--- src/rtl/trap_pkg.sv ---
package trap_pkg;

  typedef enum logic [2:0] {
    CS_NONE = 3'd0,
    CS_HRST = 3'd1,
    CS_SRST = 3'd2,
    CS_BRK  = 3'd3,
    CS_EXC  = 3'd4,
    CS_EXT  = 3'd5
  } cause_e;

  // control-to-datapath strobe bundle
  typedef struct packed {
    cause_e cause;
    logic   take;
    logic   psrUpd;
    logic   psUpd;
    logic   bpsrUpd;
    logic   pcsrUpd;
    logic   bpcsrUpd;
    logic   tbrUpd;
    logic   haltReq;
    logic   ackExt;
  } ctl_t;

endpackage

--- src/rtl/trap_ctrl.sv ---
module trap_ctrl
  import trap_pkg::*;
#(
  parameter int LVLW    = 4,
  parameter int TOP_LVL = 15
) (
  input  logic            hwRstReq,
  input  logic            swRstReq,
  input  logic            brkReq,
  input  logic            excReq,
  input  logic            psrEt,
  input  logic [LVLW-1:0] psrPil,
  input  logic            pendAny,
  input  logic [LVLW-1:0] topLvl,
  output ctl_t            ctl
);

  localparam logic [LVLW-1:0] TopCode = LVLW'(TOP_LVL);

  logic extOk;

  // highest pending level passes the mask, or is the unmaskable level
  assign extOk = pendAny && psrEt && ((topLvl >= psrPil) || (topLvl == TopCode));

  always_comb begin
    ctl       = '0;
    ctl.cause = CS_NONE;
    if (hwRstReq) begin
      ctl.cause = CS_HRST;
    end else if (swRstReq) begin
      ctl.cause = CS_SRST;
    end else if (brkReq) begin
      ctl.cause    = CS_BRK;
      ctl.psrUpd   = 1'b1;
      ctl.bpsrUpd  = 1'b1;
      ctl.bpcsrUpd = 1'b1;
      ctl.tbrUpd   = 1'b1;
    end else if (excReq) begin
      ctl.cause   = CS_EXC;
      ctl.psrUpd  = 1'b1;
      ctl.psUpd   = 1'b1;
      ctl.pcsrUpd = 1'b1;
      ctl.tbrUpd  = 1'b1;
      ctl.haltReq = !psrEt;
    end else if (extOk) begin
      ctl.cause   = CS_EXT;
      ctl.psrUpd  = 1'b1;
      ctl.psUpd   = 1'b1;
      ctl.pcsrUpd = 1'b1;
      ctl.tbrUpd  = 1'b1;
      ctl.ackExt  = 1'b1;
    end
    ctl.take = (ctl.cause != CS_NONE);
  end

endmodule

--- src/rtl/trap_dp.sv ---
module trap_dp
  import trap_pkg::*;
#(
  parameter int              AW          = 32,
  parameter int              NLVL        = 16,
  parameter int              LVLW        = 4,
  parameter int              TTW         = 8,
  parameter int              SLOT        = 4,
  parameter logic [TTW-1:0]  BRK_TT      = 8'hFF,
  parameter logic [TTW-1:0]  EXT_TT_BASE = 8'h10,
  parameter logic [AW-1:0]   RST_VEC     = 32'hFF00_0000
) (
  input  logic                     clk,
  input  logic                     rstN,
  input  ctl_t                     ctl,
  input  logic [AW-1:0]            curPc,
  input  logic [AW-1:0]            prevPc,
  input  logic [AW-SLOT-TTW-1:0]   tbrBase,
  input  logic                     psrS,
  input  logic                     psrEt,
  input  logic                     hsr0Sa,
  input  logic                     excPrecise,
  input  logic [TTW-1:0]           excTt,
  input  logic [NLVL-1:1]          extRaise,
  output logic                     pendAny,
  output logic [LVLW-1:0]          topLvl,
  output logic                     entered,
  output logic [2:0]               cause,
  output logic                     psrWe,
  output logic                     psrSNext,
  output logic                     psrEtNext,
  output logic                     psrPsWe,
  output logic                     psrPsNext,
  output logic                     bpsrWe,
  output logic                     bpsrBs,
  output logic                     bpsrBet,
  output logic                     pcsrWe,
  output logic [AW-1:0]            pcsrVal,
  output logic                     bpcsrWe,
  output logic [AW-1:0]            bpcsrVal,
  output logic                     tbrWe,
  output logic [TTW-1:0]           tbrTt,
  output logic                     pcWe,
  output logic [AW-1:0]            pcVal,
  output logic                     halt,
  output logic [NLVL-1:1]          extPending
);

  logic [NLVL-1:1] pendQ;
  logic [TTW-1:0]  ttNext;
  logic [AW-1:0]   handlerPc;
  logic [AW-1:0]   rstPc;
  logic [AW-1:0]   pcsrNext;

  // one pending flop per external level; raise wins over a same-edge clear
  for (genvar g = 1; g < NLVL; g++) begin : g_lvl
    always_ff @(posedge clk) begin
      if (!rstN) pendQ[g] <= 1'b0;
      else       pendQ[g] <= (pendQ[g] & ~(ctl.ackExt && (topLvl == LVLW'(g)))) | extRaise[g];
    end
  end

  always_comb begin
    topLvl = '0;
    for (int i = 1; i < NLVL; i++) begin
      if (pendQ[i]) topLvl = LVLW'(i);
    end
  end

  assign pendAny    = |pendQ;
  assign extPending = pendQ;

  always_comb begin
    case (ctl.cause)
      CS_BRK:  ttNext = BRK_TT;
      CS_EXC:  ttNext = excTt;
      default: ttNext = EXT_TT_BASE + TTW'(topLvl);
    endcase
  end

  assign handlerPc = {tbrBase, ttNext, {SLOT{1'b0}}};
  assign rstPc     = hsr0Sa ? RST_VEC : '0;
  assign pcsrNext  = ((ctl.cause == CS_EXC) && excPrecise) ? prevPc : curPc;

  always_ff @(posedge clk) begin
    if (!rstN) begin
      entered   <= 1'b0;
      cause     <= 3'd0;
      psrWe     <= 1'b0;
      psrSNext  <= 1'b0;
      psrEtNext <= 1'b0;
      psrPsWe   <= 1'b0;
      psrPsNext <= 1'b0;
      bpsrWe    <= 1'b0;
      bpsrBs    <= 1'b0;
      bpsrBet   <= 1'b0;
      pcsrWe    <= 1'b0;
      pcsrVal   <= '0;
      bpcsrWe   <= 1'b0;
      bpcsrVal  <= '0;
      tbrWe     <= 1'b0;
      tbrTt     <= '0;
      pcWe      <= 1'b0;
      pcVal     <= '0;
      halt      <= 1'b0;
    end else begin
      entered   <= ctl.take;
      cause     <= ctl.cause;
      psrWe     <= ctl.psrUpd;
      psrSNext  <= ctl.psrUpd ? 1'b1 : psrS;
      psrEtNext <= ctl.psrUpd ? 1'b0 : psrEt;
      psrPsWe   <= ctl.psUpd;
      psrPsNext <= psrS;
      bpsrWe    <= ctl.bpsrUpd;
      bpsrBs    <= psrS;
      bpsrBet   <= psrEt;
      pcsrWe    <= ctl.pcsrUpd;
      pcsrVal   <= pcsrNext;
      bpcsrWe   <= ctl.bpcsrUpd;
      bpcsrVal  <= curPc;
      tbrWe     <= ctl.tbrUpd;
      tbrTt     <= ttNext;
      pcWe      <= ctl.take;
      pcVal     <= ((ctl.cause == CS_HRST) || (ctl.cause == CS_SRST)) ? rstPc : handlerPc;
      halt      <= ctl.haltReq;
    end
  end

endmodule

--- src/rtl/trap_entry.sv ---
module trap_entry
  import trap_pkg::*;
#(
  parameter int             AW          = 32,
  parameter int             NLVL        = 16,
  parameter int             TTW         = 8,
  parameter int             SLOT        = 4,
  parameter logic [TTW-1:0] BRK_TT      = 8'hFF,
  parameter logic [TTW-1:0] EXT_TT_BASE = 8'h10,
  parameter logic [AW-1:0]  RST_VEC     = 32'hFF00_0000,
  localparam int            LVLW        = $clog2(NLVL),
  localparam int            BASE_W      = AW - SLOT - TTW
) (
  input  logic              clk,
  input  logic              rstN,
  input  logic [AW-1:0]     curPc,
  input  logic [AW-1:0]     prevPc,
  input  logic [BASE_W-1:0] tbrBase,
  input  logic              psrS,
  input  logic              psrEt,
  input  logic [LVLW-1:0]   psrPil,
  input  logic              hsr0Sa,
  input  logic              hwRstReq,
  input  logic              swRstReq,
  input  logic              brkReq,
  input  logic              excReq,
  input  logic              excPrecise,
  input  logic [TTW-1:0]    excTt,
  input  logic [NLVL-1:1]   extRaise,
  output logic              entered,
  output logic [2:0]        cause,
  output logic              psrWe,
  output logic              psrSNext,
  output logic              psrEtNext,
  output logic              psrPsWe,
  output logic              psrPsNext,
  output logic              bpsrWe,
  output logic              bpsrBs,
  output logic              bpsrBet,
  output logic              pcsrWe,
  output logic [AW-1:0]     pcsrVal,
  output logic              bpcsrWe,
  output logic [AW-1:0]     bpcsrVal,
  output logic              tbrWe,
  output logic [TTW-1:0]    tbrTt,
  output logic              pcWe,
  output logic [AW-1:0]     pcVal,
  output logic              halt,
  output logic [NLVL-1:1]   extPending
);

  ctl_t            ctl;
  logic            pendAny;
  logic [LVLW-1:0] topLvl;

  trap_ctrl #(.LVLW(LVLW), .TOP_LVL(NLVL - 1)) u_ctrl (
    .hwRstReq(hwRstReq), .swRstReq(swRstReq), .brkReq(brkReq), .excReq(excReq),
    .psrEt(psrEt), .psrPil(psrPil), .pendAny(pendAny), .topLvl(topLvl), .ctl(ctl)
  );

  trap_dp #(
    .AW(AW), .NLVL(NLVL), .LVLW(LVLW), .TTW(TTW), .SLOT(SLOT),
    .BRK_TT(BRK_TT), .EXT_TT_BASE(EXT_TT_BASE), .RST_VEC(RST_VEC)
  ) u_dp (
    .clk(clk), .rstN(rstN), .ctl(ctl), .curPc(curPc), .prevPc(prevPc),
    .tbrBase(tbrBase), .psrS(psrS), .psrEt(psrEt), .hsr0Sa(hsr0Sa),
    .excPrecise(excPrecise), .excTt(excTt), .extRaise(extRaise),
    .pendAny(pendAny), .topLvl(topLvl), .entered(entered), .cause(cause),
    .psrWe(psrWe), .psrSNext(psrSNext), .psrEtNext(psrEtNext),
    .psrPsWe(psrPsWe), .psrPsNext(psrPsNext), .bpsrWe(bpsrWe),
    .bpsrBs(bpsrBs), .bpsrBet(bpsrBet), .pcsrWe(pcsrWe), .pcsrVal(pcsrVal),
    .bpcsrWe(bpcsrWe), .bpcsrVal(bpcsrVal), .tbrWe(tbrWe), .tbrTt(tbrTt),
    .pcWe(pcWe), .pcVal(pcVal), .halt(halt), .extPending(extPending)
  );

endmodule

--- config.mk ---
export PLATFORM = sky130hd
export DESIGN_NAME = trap_entry
export DESIGN_NICKNAME = d
export VERILOG_FILES = /design/src/rtl/trap_pkg.sv /design/src/rtl/trap_ctrl.sv /design/src/rtl/trap_dp.sv /design/src/rtl/trap_entry.sv
export SDC_FILE = /design/constraint.sdc
export NUM_CORES = 1
export LEC_CHECK = 0
export ABC_AREA = 1
export BUFFER_PORTS_ARGS = -buffer_cell sky130_fd_sc_hd__clkbuf_2
export CAP_MARGIN = 5
export CORE_ASPECT_RATIO = 1.5
export CORE_MARGIN = 2
export CORE_UTILIZATION = 47
export DETAILED_ROUTE_END_ITERATION = 10
export PLACE_DENSITY = 0.85
export SYNTH_ARGS = -nofsm -noshare
export SYNTH_HDL_FRONTEND = slang
export SYNTH_SLANG_ARGS = --single-unit
export TNS_END_PERCENT = 30
--- constraint.sdc ---
create_clock -name clk -period 4.2 [get_ports clk]
set_input_delay 0 -clock clk [delete_from_list [all_inputs] [get_ports clk]]
set_output_delay 0 -clock clk [all_outputs]
set_load 0.05 [all_outputs]
==> metrics.txt, run 1 <==
Syn Inst Count 549; H-tree level count 4; r2r setup slk approximately 1.2 ns; row cnt 43; cell area power density 440.0 mW/mm2; setup_tns 0 ns; clock sinks about 130; Max Slew Vio Count 0; Routed WL 18680 um; Floorplan Core Area 0.009254 mm2; clock root buffer clkbuf_16; DR WL/cell 17.93 um; largest net degree at the start of global routing 61; GR Util All Layers 0.3587; ys flop type dfxtp_1; simple-gate share of the synthesized area 0.2159; MaxCap Viol Count 0; CTS tree built; Pre-Repair DR Iteration Count 5; Non-Filler Instances 1042; Avg Synthesized Cell Area just over 8 um2; DRT iter0 DRCs 512; worst min path class input port to flop; slew at the pin closest to its max-slew limit 1.196 ns; Cells after DPL 886; most area-consuming cells after synthesis dfxtp_1, nand2_1, inv_1; status completed; sequential-to-total area share from yosys stat 0.5713; largest family of logic cells by synthesized area simple AND/OR/NAND/NOR gates; Placed Instance Area 0.005768 mm2; Yosys reg bits 128; clk slew on worst S/H paths 0.06 ns; R2R depth 24; vias in the first global route ~5.8k; EDFF count, synth 0; RSZ-0062 raised after global routing false; clock skew between 0.01 and 0.015 ns; number of top-level pins 257; FF-to-FF Start u_dp.extPending[2]; critical path's slowest cell dfxtp_1; HPWL after DPL 9775 um; Layout Nets 1040; Peak VDD IR approximately 400 uV; Hold Crit Start hsr0Sa; ANT nets after route 0; Synth top cells by count dfxtp_1, nand2_1, inv_1; synthesis warning total 0; Relative slew margins 0.2005; critical path's most frequent cell nand2_1; mapped cell area between 0.004 and 0.005 mm2; endpoint with the worst hold slack u_dp.pcVal[29]; Yosys cell types 32; Worst Path Max Fanout 8; Highest Clock Rate 329.6 MHz; max incr delay on CP 0.30 ns; post-route cell area about 0.0075 mm2; die span in y 123.7 um; pre-CTS setup slack 1.462 ns; P_leak 4.114 nW; reg2reg end u_dp.extPending[8]; first-pass GRT wire length 28680 um; area delta synth->final 67.92%; DRC violation count after routing 0; initial antenna violation count 3; area fraction in compound gates after synthesis 0.08815; most common cell in the netlist dfxtp_1; Hold Worst Slack about 0.083 ns; critical setup path kind flop to flop; grt total ovfl 0; Chip Width 83.77 um; total power 3.314 mW; Post-Synth Adder-Cell Area 0.01116; data required time at the worst endpoint 4.43 ns; die area 0.01036 mm2; crit share post-route 0.7225; worst setup slack after layout 1.166 ns; crit-path cells inv_1, nand2_1, nand2_1, nand2_1, nand2_1, nand2_1, nand2_1, nand2_1, nand2_1, nand2_1, nand2_1, nand2_1, nand2_1, nand2_1, nand2_1, inv_1, ha_1, nand4_1, nand4_1, nand3_2, nor2_4, nand4_1, o21ai_0, a21oi_1; minimum clock period 3.034 ns; fraction of synthesized area in multiplexers 0; final setup vio count 0; vias post-DR about 5.5k; CTS Buffer Depth 2; PortBufs 252; startpoint class of the critical path flop; leading area contributor after synthesis dfxtp_1; clk_lat worst skew around 0.41 ns; xor and xnor area share after synthesis 0; final hold violation count 0; Final Util 0.8140; layout cells sized above 1 0.3297; GPL Wtd Cong around 0.91; Synth top area share 0.5713; Initial Util 0.4847; vias per inst 5.264; asr flop ratio synth 0; Post-CTS Setup Repair Bufs 0; TritonCTS Buffers 17; hold path depth 3; crit path DAT around 3.3 ns; Worst Setup End Kind flop
how the worst max path moves through the flow:
stage                            start                  to  slack, ns
floorplan           u_dp.extPending[2]       u_dp.tbrTt[2]       1.42
global placement    u_dp.extPending[2]  u_dp.extPending[2]       1.56
detailed placement  u_dp.extPending[2]  u_dp.extPending[8]       1.46
CTS                 u_dp.extPending[2]  u_dp.extPending[8]       1.42
global route        u_dp.extPending[2]       u_dp.tbrTt[2]       0.92
finish              u_dp.extPending[2]  u_dp.extPending[8]       1.17
power by group:
part | switching [mW] | internal, mW | leakage [nW]
combinational | 0.461 | 0.206 | 2.79
clock | 0.574 | 0.760 | 0.259
sequential | 0.0307 | 1.28 | 1.06
per-layer routing:
metal | share of wire | track usage
met4 | 0.084 | 0.2853
met5 | 0 | 0
met1 | 0.32 | 0.3492
met2 | 0.50 | 0.6195
met3 | 0.099 | 0.1233
area by class of cell:
type / count / area [um2]
fill: 510 / 1722
multi-input combinational: 298 / 1436
clock inverter: 15 / 112.6
timing repair buffer: 376 / 2497
inverter: 94 / 352.8
sequential: 128 / 2562
tap: 112 / 140.1
clock buffer: 17 / 425.4
antenna: 2 / 5.005
kinds of logic after synthesis:
group / Yosys count
buffers and inverters: 126
other: 1
AO/OA/AOI/OAI: 71
AND/OR/NAND/NOR: 219
flip-flops: 128
adder cells (fa/ha/maj): 4
registers in the layout, indices dropped and copies added (netlist names), 3 cells and up:
register,count
u_dp.bpcsrVal,32
u_dp.cause,3
u_dp.extPending,15
u_dp.pcVal,28
u_dp.pcsrVal,32
u_dp.tbrTt,8
placed cells by master (no fill, tap or decap), types with 3 or more instances in the layout:
| cell type | instances |
|---|---|
| clkbuf_2 | 252 |
| dfxtp_1 | 128 |
| dlygate4sd3_1 | 122 |
| nand2_1 | 108 |
| inv_1 | 88 |
| a21oi_1 | 55 |
| nand3_1 | 51 |
| nor2_1 | 39 |
| clkbuf_16 | 17 |
| nand4_1 | 7 |
| inv_2 | 6 |
| clkinv_2 | 5 |
| o21bai_1 | 4 |
| o21ai_1 | 4 |
| ha_1 | 4 |
| conb_1 | 4 |
| clkinvlp_4 | 4 |
| nor2_4 | 3 |
critical path: cells and delay by family, from the launching register on:
| family | cells | cell delay, ns |
|---|---|---|
| AOI/OAI and AO/OA | 2 | 0.36 |
| adders and majority gates | 1 | 0.28 |
| buffers and inverters | 2 | 0.17 |
| DFF | 1 | 0.30 |
| and+or+nand+nor | 19 | 1.75 |
what timing repair did:
action | in CTS | in global routing
gates resized for setup | 0 | 0
hold endpoints to repair | 125 | 0
hold buffers | 122 | 0
Power figures use the tool's default switching activity.
==> run 2: changes to the inputs <==
--- a/config.mk
+++ b/config.mk
@@ -5,14 +5,14 @@
 export SDC_FILE = /design/constraint.sdc
 export NUM_CORES = 1
 export LEC_CHECK = 0
-export ABC_AREA = 1
+export ABC_AREA = 0
 export BUFFER_PORTS_ARGS = -buffer_cell sky130_fd_sc_hd__clkbuf_2
 export CAP_MARGIN = 5
 export CORE_ASPECT_RATIO = 1.5
 export CORE_MARGIN = 2
-export CORE_UTILIZATION = 47
+export CORE_UTILIZATION = 39
 export DETAILED_ROUTE_END_ITERATION = 10
-export PLACE_DENSITY = 0.85
+export PLACE_DENSITY = 0.76
 export SYNTH_ARGS = -nofsm -noshare
 export SYNTH_HDL_FRONTEND = slang
 export SYNTH_SLANG_ARGS = --single-unit
==> constraint.sdc (replaced) <==
create_clock -name clk -period 2.5 [get_ports clk]
set_input_delay 0 -clock clk [delete_from_list [all_inputs] [get_ports clk]]
set_output_delay 0 -clock clk [all_outputs]
set_load 0.05 [all_outputs]
==> run 2 against run 1 <==
Effect of this change:
- synthesized cell count down 14%
- global-route usage down 5.4 points
- first-iteration DRC count down 58%
- the run now ends with negative setup slack left
- critical path type unchanged
- cell count down 1.1%
==> metrics.txt, run 2 <==
Worst Setup End Kind flop; commonest cells after routing, fill and taps aside clkbuf_2, dlygate4sd3_1, dfxtp_1; reg2reg end u_dp.extPending[11]; Synth top cells by count dfxtp_1, nand2_1, a21oi_1; Relative slew margins 0.3537 (+0.1532); initial antenna violation count 0 (-3); wl on met1 6489 um (+9.2%); wire length on met2 9632 um (+3.5%); row cnt 47 (+9.3%); DR WL/cell 17.84 um (-0.45%); Highest Clock Rate 394.9 MHz (+20%); routed wl met3 1222 um (-34%); final hold violation count 0 (unchanged); Critical Path Start u_dp.extPending[2]; sequential-to-total area share from yosys stat 0.5836 (+0.01237); HPWL after DPL 10560 um (+8.0%); TritonCTS Buffers 17 (unchanged); layout cells sized above 1 0.4005 (+0.07071); Layout Nets 997 (-4.1%); startpoint class of the critical path flop; status finished with violations; CTS Buffer Depth 2 (unchanged); RSZ-0062 raised after global routing true; Fillers 713 (+40%); Hold Worst Slack 0.1172 ns (+0.03422 ns); Placed Instance Area 0.005936 mm2 (+2.9%); vias per inst 5.054 (-4.0%); Non-Filler Instances 1031 (-1.1%); DRC violation count after routing 0 (unchanged); Yosys cell types 48 (+50%); data required time at the worst endpoint 2.74 ns (-1.69 ns); most common cell in the netlist dfxtp_1; die area 0.01214 mm2 (+17%); multi-input logic area 0.001738 mm2 (+21%); asr flop ratio synth 0 (unchanged); Max Slew Vio Count 0 (unchanged); ys flop type dfxtp_1; commonest non-fill, non-tap cell in the layout clkbuf_2; vias post-DR 5211 (-5.0%); Hold Crit Start rstN; Peak VDD IR 495.6 uV (+26%); EDFF count, synth 0 (unchanged); endpoint with the worst hold slack u_dp.extPending[7]; cell area power density 754.2 mW/mm2 (+71%); Pre-Repair DR Iteration Count 5 (unchanged); clk slew on worst S/H paths 0.06 ns (about the same); Avg Synthesized Cell Area 9.322 um2 (+14%); FF/Latch Area 0.002596 mm2 (+1.3%); clock skew 0.009703 ns (-0.001998 ns); most area-consuming cells after synthesis dfxtp_1, a21oi_1, nand2_1; worst min path class input port to flop; worst setup slack after layout -0.03237 ns (-1.198 ns); Worst Path Max Fanout 6 (-2); slew at the pin closest to its max-slew limit 0.9680 ns (-0.2283 ns); FF-to-FF Start u_dp.extPending[2]; post-route cell area 0.008004 mm2 (+6.3%); hold path depth 3 (unchanged); minimum clock period 2.532 ns (-0.5019 ns); P_leak 3.920 nW (-4.7%); Yosys reg bits 128 (unchanged); r2r setup slk -0.03 ns (-1.20 ns); CTS tree built; max layer used met4; MaxCap Viol Count 0 (unchanged); R2R depth 11 (-54%); leading area contributor after synthesis dfxtp_1; grt total ovfl 0 (unchanged); Final Util 0.7278 (-0.08611); clock root buffer clkbuf_16; clk_lat worst skew 0.40 ns (about the same); final setup vio count 6 (+6); GR Util All Layers 0.3046 (-0.05405); die span in y 133.9 um (+8.3%); failing checks negative setup slack; Chip Width 90.63 um (+8.2%); number of top-level pins 257 (unchanged); DRT iter0 DRCs 215 (-58%); # diodes 0 (-2); ANT nets after route 0 (unchanged); Routed WL 18400 um (-1.5%); Initial Util 0.3992 (-0.08547); Floorplan Core Area 0.01100 mm2 (+19%); critical setup path kind flop to flop; Cells after DPL 864 (-2.5%); crit share post-route 1.013 (+0.2905); mapped cell area 0.004390 mm2 (-2.1%); Largest regs u_dp.bpcsrVal: 32 flops, u_dp.pcsrVal: 32 flops, u_dp.pcVal: 28 flops; GPL Wtd Cong 0.9535 (+4.5%); PortBufs 252 (unchanged); Syn Inst Count 471 (-14%); Synth top area share 0.5836 (+0.01237); clock sinks 128 (unchanged); first-pass GRT wire length 28750 um (+0.22%); area delta synth->final 82.30%; largest net degree at the start of global routing 51 (-16%); crit path DAT 2.77 ns (-0.50 ns); synthesis warning total 0 (unchanged); vias in the first global route 5397 (-6.4%); H-tree level count 4 (unchanged)
## run 2: cell types whose count changed after synthesis, sizes merged, moves of 7 or more
cell,previous run,this run
and3,0,12
a21oi,55,62
inv,93,17
nor2,44,32
o21ai,6,15
and2,0,35
nor4,1,9
nand3,53,1
nand2,112,74
nor3,1,9
## run 2: worst max-delay path: stages (launching register included)
cell and delay, ns:
dfxtp_4 0.34, nand2b_4 0.14, a221oi_4 0.28, o22ai_2 0.13, o21a_1 0.20, ha_1 0.28, nand2b_4 0.12, a211oi_4 0.06
o21ai_4 0.24, nand4_4 0.20, o31ai_2 0.29, a21oi_1 0.09
## run 2: per-layer routing
| metal | up-vias | track usage |
|---|---|---|
| met5 | - | 0 |
| met4 | 0 | 0.1838 |
| met3 | 79 | 0.07865 |
| met2 | 305 | 0.5518 |
| met1 | 2447 | 0.3121 |
| li1 | 2380 | - |
## run 2: final cells by class
class / instances / area share
repair buffers: 412 / 0.3494
flip-flops and latches: 128 / 0.3244
multi-input cells: 296 / 0.2171
clock buffers: 18 / 0.05487
clock inverters: 13 / 0.02329
well taps: 147 / 0.02298
inverters: 17 / 0.007972
## run 2: report_power, final
part	internal [mW]	leakage, nW	total, mW	switching [mW]
clock	1.70	0.307	2.61	0.915
combinational	0.433	2.55	1.20	0.772
sequential	2.16	1.07	2.22	0.0659
## run 2: cells by family after synthesis
group	synth area share
other	0.0008541
AO/OA/AOI/OAI	0.1351
multiplexers	0.004560
buffers and inverters	0.05529
AND/OR/NAND/NOR	0.2092
flip-flops	0.5836
adder cells (fa/ha/maj)	0.01140
## run 2: worst max path at each step
stage,endpoint
CTS,u_dp.cause[0]
finish,u_dp.extPending[11]
detailed placement,u_dp.extPending[11]
global placement,u_dp.extPending[15]
floorplan,u_dp.extPending[7]
global route,u_dp.extPending[14]
## run 2: through the flow
| stage | power (mW) | worst slack, ns | TNS (ns) |
|---|---|---|---|
| finish | 6.036 | -0.03237 | -0.08677 |
| global route | 6.231 | -0.1523 | -1.544 |
| CTS | 6.004 | -0.05617 | -0.1598 |
| detailed placement | 3.222 | -0.1125 | -0.6555 |
| global placement | 3.205 | -0.06515 | -0.1661 |
| floorplan | 2.896 | -0.03271 | -0.1217 |
## run 2: what timing repair did
action / in CTS / in global routing
pin swaps: 12 / 7
setup buffers: 1 / 2
cloned: 1 / 0
hold endpoints to repair: 121 / 0
hold buffers: 132 / 0
endpoints found under the setup margin: 15 / 21
resized for setup: 10 / 5
